## config.mk

```make
export PLATFORM = sky130hd
export DESIGN_NAME = word_serializer
export DESIGN_NICKNAME = d
export VERILOG_FILES = /design/src/rtl/word_serializer.sv
export SDC_FILE = /design/constraint.sdc
export NUM_CORES = 1
export LEC_CHECK = 0
export ABC_AREA = 1
export BUFFER_PORTS_ARGS = -buffer_cell sky130_fd_sc_hd__buf_2
export CORE_UTILIZATION = 45
export DETAILED_ROUTE_END_ITERATION = 7
export PLACE_DENSITY = 0.68
export SYNTH_ARGS = -nofsm -noshare
export SYNTH_HDL_FRONTEND = slang
export SYNTH_SLANG_ARGS = --single-unit
```

## constraint.sdc

```tcl
create_clock -name clk -period 1.4 [get_ports clk]
set_input_delay 0.07 -clock clk [delete_from_list [all_inputs] [get_ports clk]]
set_output_delay 0.07 -clock clk [all_outputs]
set_load 0.03 [all_outputs]
```

## src/rtl/word_serializer.sv

```systemverilog
module word_serializer #(
  parameter int W = 8
) (
  input  logic         clk,
  input  logic         rst,
  input  logic         load_i,
  input  logic [W-1:0] word_i,
  output logic         ser_o,
  output logic         busy_o,
  output logic         overrun_o
);
  localparam int CW = (W > 1) ? $clog2(W) : 1;

  logic [W-1:0]  sh_q;
  logic [CW-1:0] cnt_q;
  logic          busy_q;
  logic          err_q;

  wire last   = busy_q && (cnt_q == '0);
  wire accept = load_i && (!busy_q || last);
  wire refuse = load_i && busy_q && !last;

  always_ff @(posedge clk) begin
    if (rst) begin
      sh_q   <= '0;
      cnt_q  <= '0;
      busy_q <= 1'b0;
      err_q  <= 1'b0;
    end else begin
      err_q <= refuse;
      if (accept) begin
        sh_q   <= word_i;
        cnt_q  <= CW'(W - 1);
        busy_q <= 1'b1;
      end else if (busy_q) begin
        sh_q   <= sh_q << 1;
        cnt_q  <= cnt_q - CW'(1);
        busy_q <= !last;
      end
    end
  end

  assign ser_o     = busy_q & sh_q[W-1];
  assign busy_o    = busy_q;
  assign overrun_o = err_q;

  p_idle_low_r2: assert property (@(posedge clk) disable iff (rst)
    !busy_o |-> !ser_o);

  p_msb_first_r3: assert property (@(posedge clk) disable iff (rst)
    (load_i && !busy_o) |=> (busy_o && ser_o == $past(word_i[W-1])));

  p_busy_ends_r4: assert property (@(posedge clk) disable iff (rst)
    (last && !load_i) |=> !busy_o);

  p_chain_r5: assert property (@(posedge clk) disable iff (rst)
    (last && load_i) |=> (busy_o && !overrun_o && ser_o == $past(word_i[W-1])));

  p_overrun_pulse_r6: assert property (@(posedge clk) disable iff (rst)
    refuse |=> overrun_o);

  p_overrun_cause_r6: assert property (@(posedge clk) disable iff (rst)
    overrun_o |-> ($past(load_i) && $past(busy_o)));

  p_refused_keeps_r7: assert property (@(posedge clk) disable iff (rst)
    refuse |=> busy_o);
endmodule

```

==> impl_metrics.tcl, run 1 <==
set metrics [dict create \
    run_status "completed" \
    final_cell_area_um2 782 \
    cts.root.buffer_cell "clkbuf_4" \
    power.net_switching_mw 0.251 \
    syn-cell-area_um2 683 \
    post_cts_setup_buffers 0 \
    wl_met3_um 44 \
    io-pin-count 14 \
    final_nets 129 \
    dr_vias 609 \
    placement.io_buffers 13 \
    num-fill-cells 141 \
    initial_core_util_pct 50.6 \
    peakVddDrop_mv 0.735 \
    synth.net_count 112 \
    rows 13 \
    ys_seq_elements 13 \
    critical_path_peak_fanout 10 \
    cellInternalPower_mw 0.572 \
    yosys.cell_types.count 17 \
    maxUsedRoutingLayer "met4" \
    cp-startpoint "cnt_q[0]" \
    worst_r2r_startpoint "cnt_q[0]" \
    max-cap-violations 0 \
    grt_first_pass_wirelength_um 2000 \
    antenna_found_initial 0 \
    tightest_slew_ns 0.356 \
    final-seq-area_um2 262 \
    fin_worst_skew_ns 0.00843 \
    clkLatencyLatePin_ns 0.28 \
    post_route_cells_drive_above_1_share_pct 22.6 \
    holdCritStartpoint "word_i[0]" \
    cts-buffers-inserted 3 \
    largest_net_degree_at_the_start_of_global_routing 12 \
    min_period_over_period_pct 90.8 \
    htreeDepth 1 \
    rsz0062_at_grt "false" \
    initialDrtViolationCount 9 \
    cts_tree "done" \
    areaGrowthSynthToFinish_pct 14.5 \
    power.share.clock_pct 28.9 \
    leakage_nw 0.467 \
    final_antenna_net_count 0 \
    global_route.usage.total_pct 19.0 \
    fp.coreArea_mm2 0.00135 \
    final.setup.tns_ns 0 \
    portion_of_the_post_synthesis_area_used_by_sequential_elements_pct 38.1 \
    drt_pre_antenna_iters 4 \
    end_kind "flop" \
    finalSetupViolCount 0 \
    die_w_um 41.0 \
    wire_per_inst_um 10.5 \
    gp_congestion 0.732 \
    switching_share_pct 30.5 \
    p_total_mw 0.824 \
    post-route-min-period_ns 1.27 \
    dpl.cell_count 126 \
    fp.dieH_um 41.0 \
    grt_overflow 0 \
    drt-met1-wl_um 716 \
    drc_errors 0 \
    netlist.area_leader.share_pct 38.1 \
    synthesis.yosys.warnings 0 \
    wl_met2_um 595 \
    routed_via_density 4.68 \
    die_area_mm2 0.00168 \
    fmax_mhz 787 \
    max_slew_margin_pct 76.2 \
    synth_cells 99 \
    clk_pin_slew_worst_paths_ns 0.09 \
    power_frac_seq_pct 50.7 \
    criticalPathCategory "reg -> reg" \
    holdCritPathClass "in -> reg" \
    ctsLongestPathBuffers 2 \
    post_dp_cell_area_um2 743 \
    yosysTopAreaCell "dfxtp_1" \
    timing_max_transition_violations_final 0 \
    critical_path_arrival_ns 1.46 \
    powerDensity_mw_per_mm2 1050 \
    final_non_filler_cell_total 130 \
    crit_required_ns 1.59 \
    hold_viol 0 \
    route.final.wire_length_um 1370 \
    combPwrFrac_pct 20.4 \
    first_global_vias 466 \
    post_synth.cell_area_avg_um2 6.90 \
    main_area_contributors_after_synthesis "dfxtp_1 38%, nand2_1 19%, inv_1 10%" \
    critical_path.startpoint_type "flop" \
    dp_hpwl_um 940 \
    antenna-diode-count 0 \
    multi_input_area_um2 315 \
    tritoncts_num_sinks 13 \
]
## sequential cells by signal (all words and copies together), names as in the netlist
name       count
busy_o         1
cnt_q          3
overrun_o      1
sh_q           8
## routing by layer
metal / vias up / global-route usage, %
li1: 339 / -
met2: 11 / 25.4
met3: 2 / 4.89
met4: 0 / 12.5
met1: 257 / 26.1
met5: - / 0
## logic make-up after synthesis
logic type	count (synthesis)	synth area share, %
adder cells (fa/ha/maj)	2	3.66
AND/OR/NAND/NOR	53	33.9
flip-flops	13	38.1
buffers and inverters	23	17.2
AO/OA/AOI/OAI	7	5.86
XOR/XNOR	1	1.28
## cell usage in the layout, fill, tap and decap left out, types with 2 or more instances in the layout
cell and count:
a21oi_1 4, buf_2 13, buf_4 3, clkbuf_4 3, dfxtp_1 12, ha_1 2
inv_1 19, nand2_1 34, nand2_4 2, nand3_1 14
## repair_timing
action | CTS | global route
setup endpoints to repair | 0 | 7
hold buffers | 0 | 0
resized for setup | 0 | 3
## cells in the mapped netlist
cell / count
nand2_2: 2
a21oi_2: 1
buf_6: 2
dfxtp_1: 13
nand3_2: 1
nor3_1: 1
a31oi_1: 1
nand3_1: 14
o21ai_0: 1
inv_1: 19
nor2_2: 1
xnor2_1: 1
nand2_1: 34
a21oi_1: 4
clkdlybuf4s18_2: 1
ha_1: 2
clkbuf_8: 1
## final cells by class
type	instances	area share [%]
timing repair buffer	16	11.2
clock buffer	3	2.88
tap	15	2.40
clock inverter	1	0.640
sequential	13	33.4
multi-input combinational	63	40.3
inverter	19	9.12
## power by group through the flow
stage                     Sequential, mW  Clock (mW)  Combinational [mW]
after floorplan                    0.428           0               0.119
after global placement             0.422           0               0.159
after detailed placement           0.424           0               0.162
after CTS                          0.415       0.244               0.162
after global routing               0.421       0.261               0.190
final                              0.417       0.238               0.168
## worst max-delay path: stages, from the launching register on
cell	delay (ns)
dfxtp_2	0.34
inv_1	0.06
ha_1	0.19
nand2_1	0.10
nand2_4	0.11
buf_4	0.16
nand3_1	0.06
nand3_1	0.07
nand2_1	0.06
inv_1	0.04
## metrics by stage
step                      setup WS (ns)  utilization [%]  hold slack (ns)
after floorplan                   0.211                -            0.230
after global placement            0.119             55.1            0.342
after detailed placement         0.0798             55.1            0.347
after CTS                        0.0650             57.1           0.0464
after global routing             0.0126             57.9           0.0426
final                             0.129             57.9           0.0519
## final timing paths
kind	end	slack [ns]	cells past startpoint
max	sh_q[4]	0.13	9
min reg2reg	sh_q[0]	0.47	2
max reg2reg	sh_q[4]	0.13	9
min	sh_q[0]	0.05	3
No activity file was read; power rests on OpenSTA's default activity.
==> run 2: changes to the inputs <==
--- a/config.mk
+++ b/config.mk
@@ -7,9 +7,9 @@
 export LEC_CHECK = 0
 export ABC_AREA = 1
 export BUFFER_PORTS_ARGS = -buffer_cell sky130_fd_sc_hd__buf_2
-export CORE_UTILIZATION = 45
+export CORE_UTILIZATION = 40
 export DETAILED_ROUTE_END_ITERATION = 7
-export PLACE_DENSITY = 0.68
+export SETUP_SLACK_MARGIN = 0.4
 export SYNTH_ARGS = -nofsm -noshare
 export SYNTH_HDL_FRONTEND = slang
 export SYNTH_SLANG_ARGS = --single-unit
==> run 2 against run 1 <==
Fmax grew 11%. Global-route usage grew 0.31 points. Power grew 10%. The run now ends with DRC left. Sequential power is essentially flat. Cell count grew 4.6%. Non-clock buffer count grew 4. Largest power group unchanged. Register-to-register slack gained 0.12 ns. Utilization grew 3.6 points. Clock power is essentially flat.
==> impl_metrics.tcl, run 2 (synthesis gave the netlist of run 1 again) <==
set metrics [dict create \
    cts-buffers-inserted 3 \
    cts_tree "done" \
    crit_path_top_delay_cell "dfxtp_2" \
    crit_required_ns 1.59 \
    initialDrtViolationCount 14 \
    fp.coreArea_mm2 0.00156 \
    fin_worst_skew_ns 0.00222 \
    wire_per_inst_um 11.7 \
    critical_path.cell_chain "inv_2 -> ha_4 -> nand2_4 -> nand2_8 -> buf_8 -> nand3_4 -> nand3_2 -> nand2_1 -> inv_1" \
    layout.cells.most_common "nand2_1" \
    post_dp_cell_area_um2 772 \
    die_w_um 43.3 \
    ctsLongestPathBuffers 2 \
    antenna-diode-count 0 \
    clk_pin_slew_worst_paths_ns 0.08 \
    final_antenna_net_count 0 \
    final_nets 134 \
    min_period_over_period_pct 82.1 \
    failed_checks "DRC" \
    fmax_mhz 870 \
    worst_path_largest_cell_delay_ns 0.34 \
    critical_path_arrival_ns 1.34 \
    final_cell_area_um2 958 \
    critical_path.startpoint_type "flop" \
    end_kind "flop" \
    global_route.usage.total_pct 19.3 \
    die_area_mm2 0.00188 \
    grt_busiest_layer "met2" \
    cts.root.buffer_cell "clkbuf_4" \
    drt_pre_antenna_iters 6 \
    largest_register "sh_q" \
    hold_ws_ns 0.0432 \
    grt_util_met3_pct 7.66 \
    tightest_slew_ns 0.381 \
    grt_use_met1_pct 21.8 \
    largest_net_degree_at_the_start_of_global_routing 13 \
    run_status "complete, but fails checks" \
    finalSetupViolCount 0 \
    biggestRegsByFlops "sh_q x8, cnt_q x3" \
    timing_max_transition_violations_final 0 \
    crit_buf_inv 3 \
    crit_family "flip-flops" \
    max-cap-violations 0 \
    drc_errors 2 \
    grt_first_pass_wirelength_um 2570 \
    grt_overflow 0 \
    max_slew_margin_pct 74.6 \
    routed_via_density 4.90 \
    criticalPathCategory "reg -> reg" \
    rows 14 \
    gp_congestion 0.727 \
    tritoncts_num_sinks 13 \
    io-pin-count 14 \
    critical_path_peak_fanout 5 \
    largest_reg_flops 8 \
    htreeDepth 1 \
    hold_viol 0 \
    dp_hpwl_um 933 \
    powerDensity_mw_per_mm2 947 \
    final.setup.tns_ns 0 \
    route.final.wire_length_um 1590 \
    post-route-min-period_ns 1.15 \
    rsz0062_at_grt "true" \
    initial_core_util_pct 43.8 \
    holdCritPathClass "in -> reg" \
    first_global_vias 597 \
    areaGrowthSynthToFinish_pct 40.3 \
    dr_vias 667 \
    peakVddDrop_mv 0.676 \
    post_route_utilization_pct 61.5 \
    antenna_found_initial 0 \
    placement.io_buffers 13 \
    cts_hold_buffers 0 \
    clkLatencyLatePin_ns 0.28 \
    leakage_nw 0.541 \
    post_route_cells_drive_above_1_share_pct 41.7 \
    most-common-layout-cells "32 x nand2_1, 17 x inv_1, 12 x nand3_2" \
    met2_usage_pct 33.3 \
    fp.dieH_um 43.3 \
]
[run 2: worst paths after layout]
path / start / end / slack [ns] / cells past startpoint
worst min-delay path: rst / sh_q[3] / 0.04 / 2
worst max register to register: cnt_q[0] / sh_q[4] / 0.25 / 9
worst max-delay path: cnt_q[0] / sh_q[4] / 0.25 / 9
worst min register to register: sh_q[0] / sh_q[0] / 0.47 / 2
[run 2: layer usage]
layer  wire length, µm  share of wire (%)
met5                 0                  0
met4                25                1.6
met3                67                4.2
met2               826                 52
met1               669                 42
[run 2: area by class of cell]
type                    count  area, µm²
clock buffers               4       26.3
fillers                   141        601
inverters                  19       71.3
multi-input cells          64        428
repair buffers             20        146
well taps                  16       20.0
flip-flops and latches     13        267
[run 2: power breakdown]
part	internal, mW	switching [mW]
clock	0.111	0.127
sequential	0.400	0.0205
combinational	0.113	0.137
[run 2: metrics by stage]
stage	cells	setup WS, ns	power [mW]
finish	136	0.250	0.907
global route	136	0.187	0.966
CTS	135	0.299	0.879
detailed placement	126	0.224	0.592
global placement	126	0.249	0.589
floorplan	99	0.318	0.557
[run 2: repair_timing]
action                     4_1_cts  5_1_grt
pin swaps                        9        1
gates cloned                     2        0
gates resized for setup         17        8
buffers inserted                 3        1
setup endpoints to repair       15       15
==> run 3: changes to the inputs <==
==> constraint.sdc (replaced) <==
create_clock -name clk -period 1.2 [get_ports clk]
set_input_delay 0.06 -clock clk [delete_from_list [all_inputs] [get_ports clk]]
set_output_delay 0.06 -clock clk [all_outputs]
set_load 0.03 [all_outputs]
==> run 3 against run 2 <==
The flow still finishes with violations (DRC). Global-route usage increased by 0.58 points. Utilization increased by 8.1 points. Fmax decreased by 0.90%. Critical path type unchanged. First-iteration DRC count decreased by 21%. Highest routed layer unchanged. Sequential share of layout area decreased by 3.1 points. Count of clock-buffer cells in the layout unchanged.
==> impl_metrics.tcl, run 3 (synthesis gave the netlist of run 1 again) <==
set metrics [dict create \
    grt_overflow 0 \
    die_w_um 43.3 \
    fmax_mhz 862 \
    cts_tree "done" \
    most-common-layout-cells "26 x nand2_1, 16 x inv_1, 12 x nand3_2" \
    min_period_over_period_pct 96.7 \
    clkLatencyLatePin_ns 0.27 \
    p_total_mw 1.13 \
    criticalPathCategory "reg -> reg" \
    pre_cts_slack_ns 0.0519 \
    antenna_found_initial 0 \
    initialDrtViolationCount 11 \
    ctsLongestPathBuffers 2 \
    peakVddDrop_mv 0.603 \
    routed_via_density 4.88 \
    timing_max_transition_violations_final 0 \
    ff2ff_path_depth 9 \
    placement.io_buffers 13 \
    worst_r2r_startpoint "cnt_q[0]" \
    max_slew_margin_pct 75.2 \
    tritoncts_num_sinks 13 \
    crit-reg2reg-capture "sh_q[4]" \
    global_route.usage.total_pct 19.9 \
    drc_errors 3 \
    final_non_filler_cell_total 142 \
    grt_first_pass_wirelength_um 2810 \
    rows 14 \
    timing.final.ws_setup_ns 0.0398 \
    gp_congestion 0.720 \
    fin_worst_skew_ns 0.000884 \
    num-fill-cells 127 \
    dr_vias 693 \
    finalSetupViolCount 0 \
    crit_required_ns 1.38 \
    clk_pin_slew_worst_paths_ns 0.08 \
    leakage_nw 0.600 \
    fp.dieH_um 43.3 \
    antenna-diode-count 0 \
    cts-buffers-inserted 3 \
    multi_input_area_um2 467 \
    end_kind "flop" \
    wire_per_inst_um 11.8 \
    holdCritPathClass "in -> reg" \
    critical_path_arrival_ns 1.34 \
    cp-startpoint "cnt_q[0]" \
    fp.coreArea_mm2 0.00156 \
    htreeDepth 1 \
    rsz0062_at_grt "true" \
    biggestRegsByFlops "sh_q x8, cnt_q x3" \
    drt_pre_antenna_iters 5 \
    areaGrowthSynthToFinish_pct 58.8 \
    dpl.cell_count 126 \
    critical_path.startpoint_type "flop" \
    cts.root.buffer_cell "clkbuf_4" \
    largest_net_degree_at_the_start_of_global_routing 12 \
    die_area_mm2 0.00188 \
    dp_hpwl_um 962 \
    final-seq-area_um2 268 \
    layout.cells.most_common "nand2_1" \
    hold_viol 0 \
    largest_register "sh_q" \
    setup.worst_path.end "sh_q[4]" \
    critical_path_peak_fanout 5 \
    largest_reg_flops 8 \
    hold_ws_ns 0.0456 \
    run_status "complete, but fails checks" \
    rrSetupSlack_ns 0.04 \
    first_global_vias 665 \
    powerDensity_mw_per_mm2 1040 \
    io-pin-count 14 \
    failed_checks "DRC" \
    post-route-min-period_ns 1.16 \
    route.final.wire_length_um 1680 \
    final_antenna_net_count 0 \
    final_nets 140 \
    post_route_cells_drive_above_1_share_pct 51.6 \
    tightest_slew_ns 0.373 \
    initial_core_util_pct 43.8 \
    max-cap-violations 0 \
]
-- run 3: changes by cell type in the layout (fill, tap and decap cells not counted), moves of 2 or more --
cell / before / now
buf_4: 4 / 9
nand2_2: 1 / 6
buf_6: 1 / 6
nand2_1: 32 / 26
clkbuf_4: 5 / 3
-- run 3: repair_timing --
action                                  4_1_cts  5_1_grt
endpoints found under the setup margin       16       16
hold buffers                                  0        0
endpoints found under the hold margin         0        0
pin swaps                                    10        1
buffers inserted                              6        5
resized for setup                            18       16
gates cloned                                  1        0
-- run 3: worst min path at each step --
stage / start / endpoint / cells past startpoint
6_report: word_i[0] / sh_q[0] / 3
3_3_place_gp: rst / sh_q[3] / 2
4_1_cts: rst / sh_q[3] / 2
2_1_floorplan: word_i[0] / sh_q[0] / 2
5_1_grt: word_i[0] / sh_q[0] / 3
3_5_place_dp: rst / sh_q[3] / 2
-- run 3: layout make-up --
cell class              instances  share of cell area [%]
multi-input cells              63                    43.0
flip-flops and latches         13                    24.7
repair buffers                 27                    21.5
inverters                      19                    6.57
clock buffers                   4                    2.42
well taps                      16                    1.85
-- run 3: where the power goes --
part / switching, mW / internal [mW]
Sequential: 0.0242 / 0.467
Combinational: 0.184 / 0.180
Clock: 0.146 / 0.129
Total: 0.354 / 0.775
-- run 3: worst max-delay path: stages (launching register included) --
cell,delay [ns]
dfxtp_2,0.34
inv_2,0.05
ha_4,0.16
nand2_4,0.07
nand2_8,0.08
buf_12,0.14
nand3_2,0.05
nand3_2,0.06
nand2_1,0.06
inv_1,0.04
-- run 3: metal layers --
metal	routed length, µm	global-route usage, %	up-vias
met5	0	0	-
met4	12	7.50	0
met3	58	3.83	2
met2	845	33.3	14
met1	760	25.1	321
li1	-	-	356
-- run 3: through the flow --
stage / cell area, µm² / utilization [%] / setup TNS [ns]
6_report: 1080 / 69.6 / 0
5_1_grt: 1080 / 69.6 / -0.0158
4_1_cts: 993 / 63.7 / 0
3_5_place_dp: 808 / 51.8 / 0
3_3_place_gp: 808 / 51.8 / 0
2_1_floorplan: 742 / - / 0
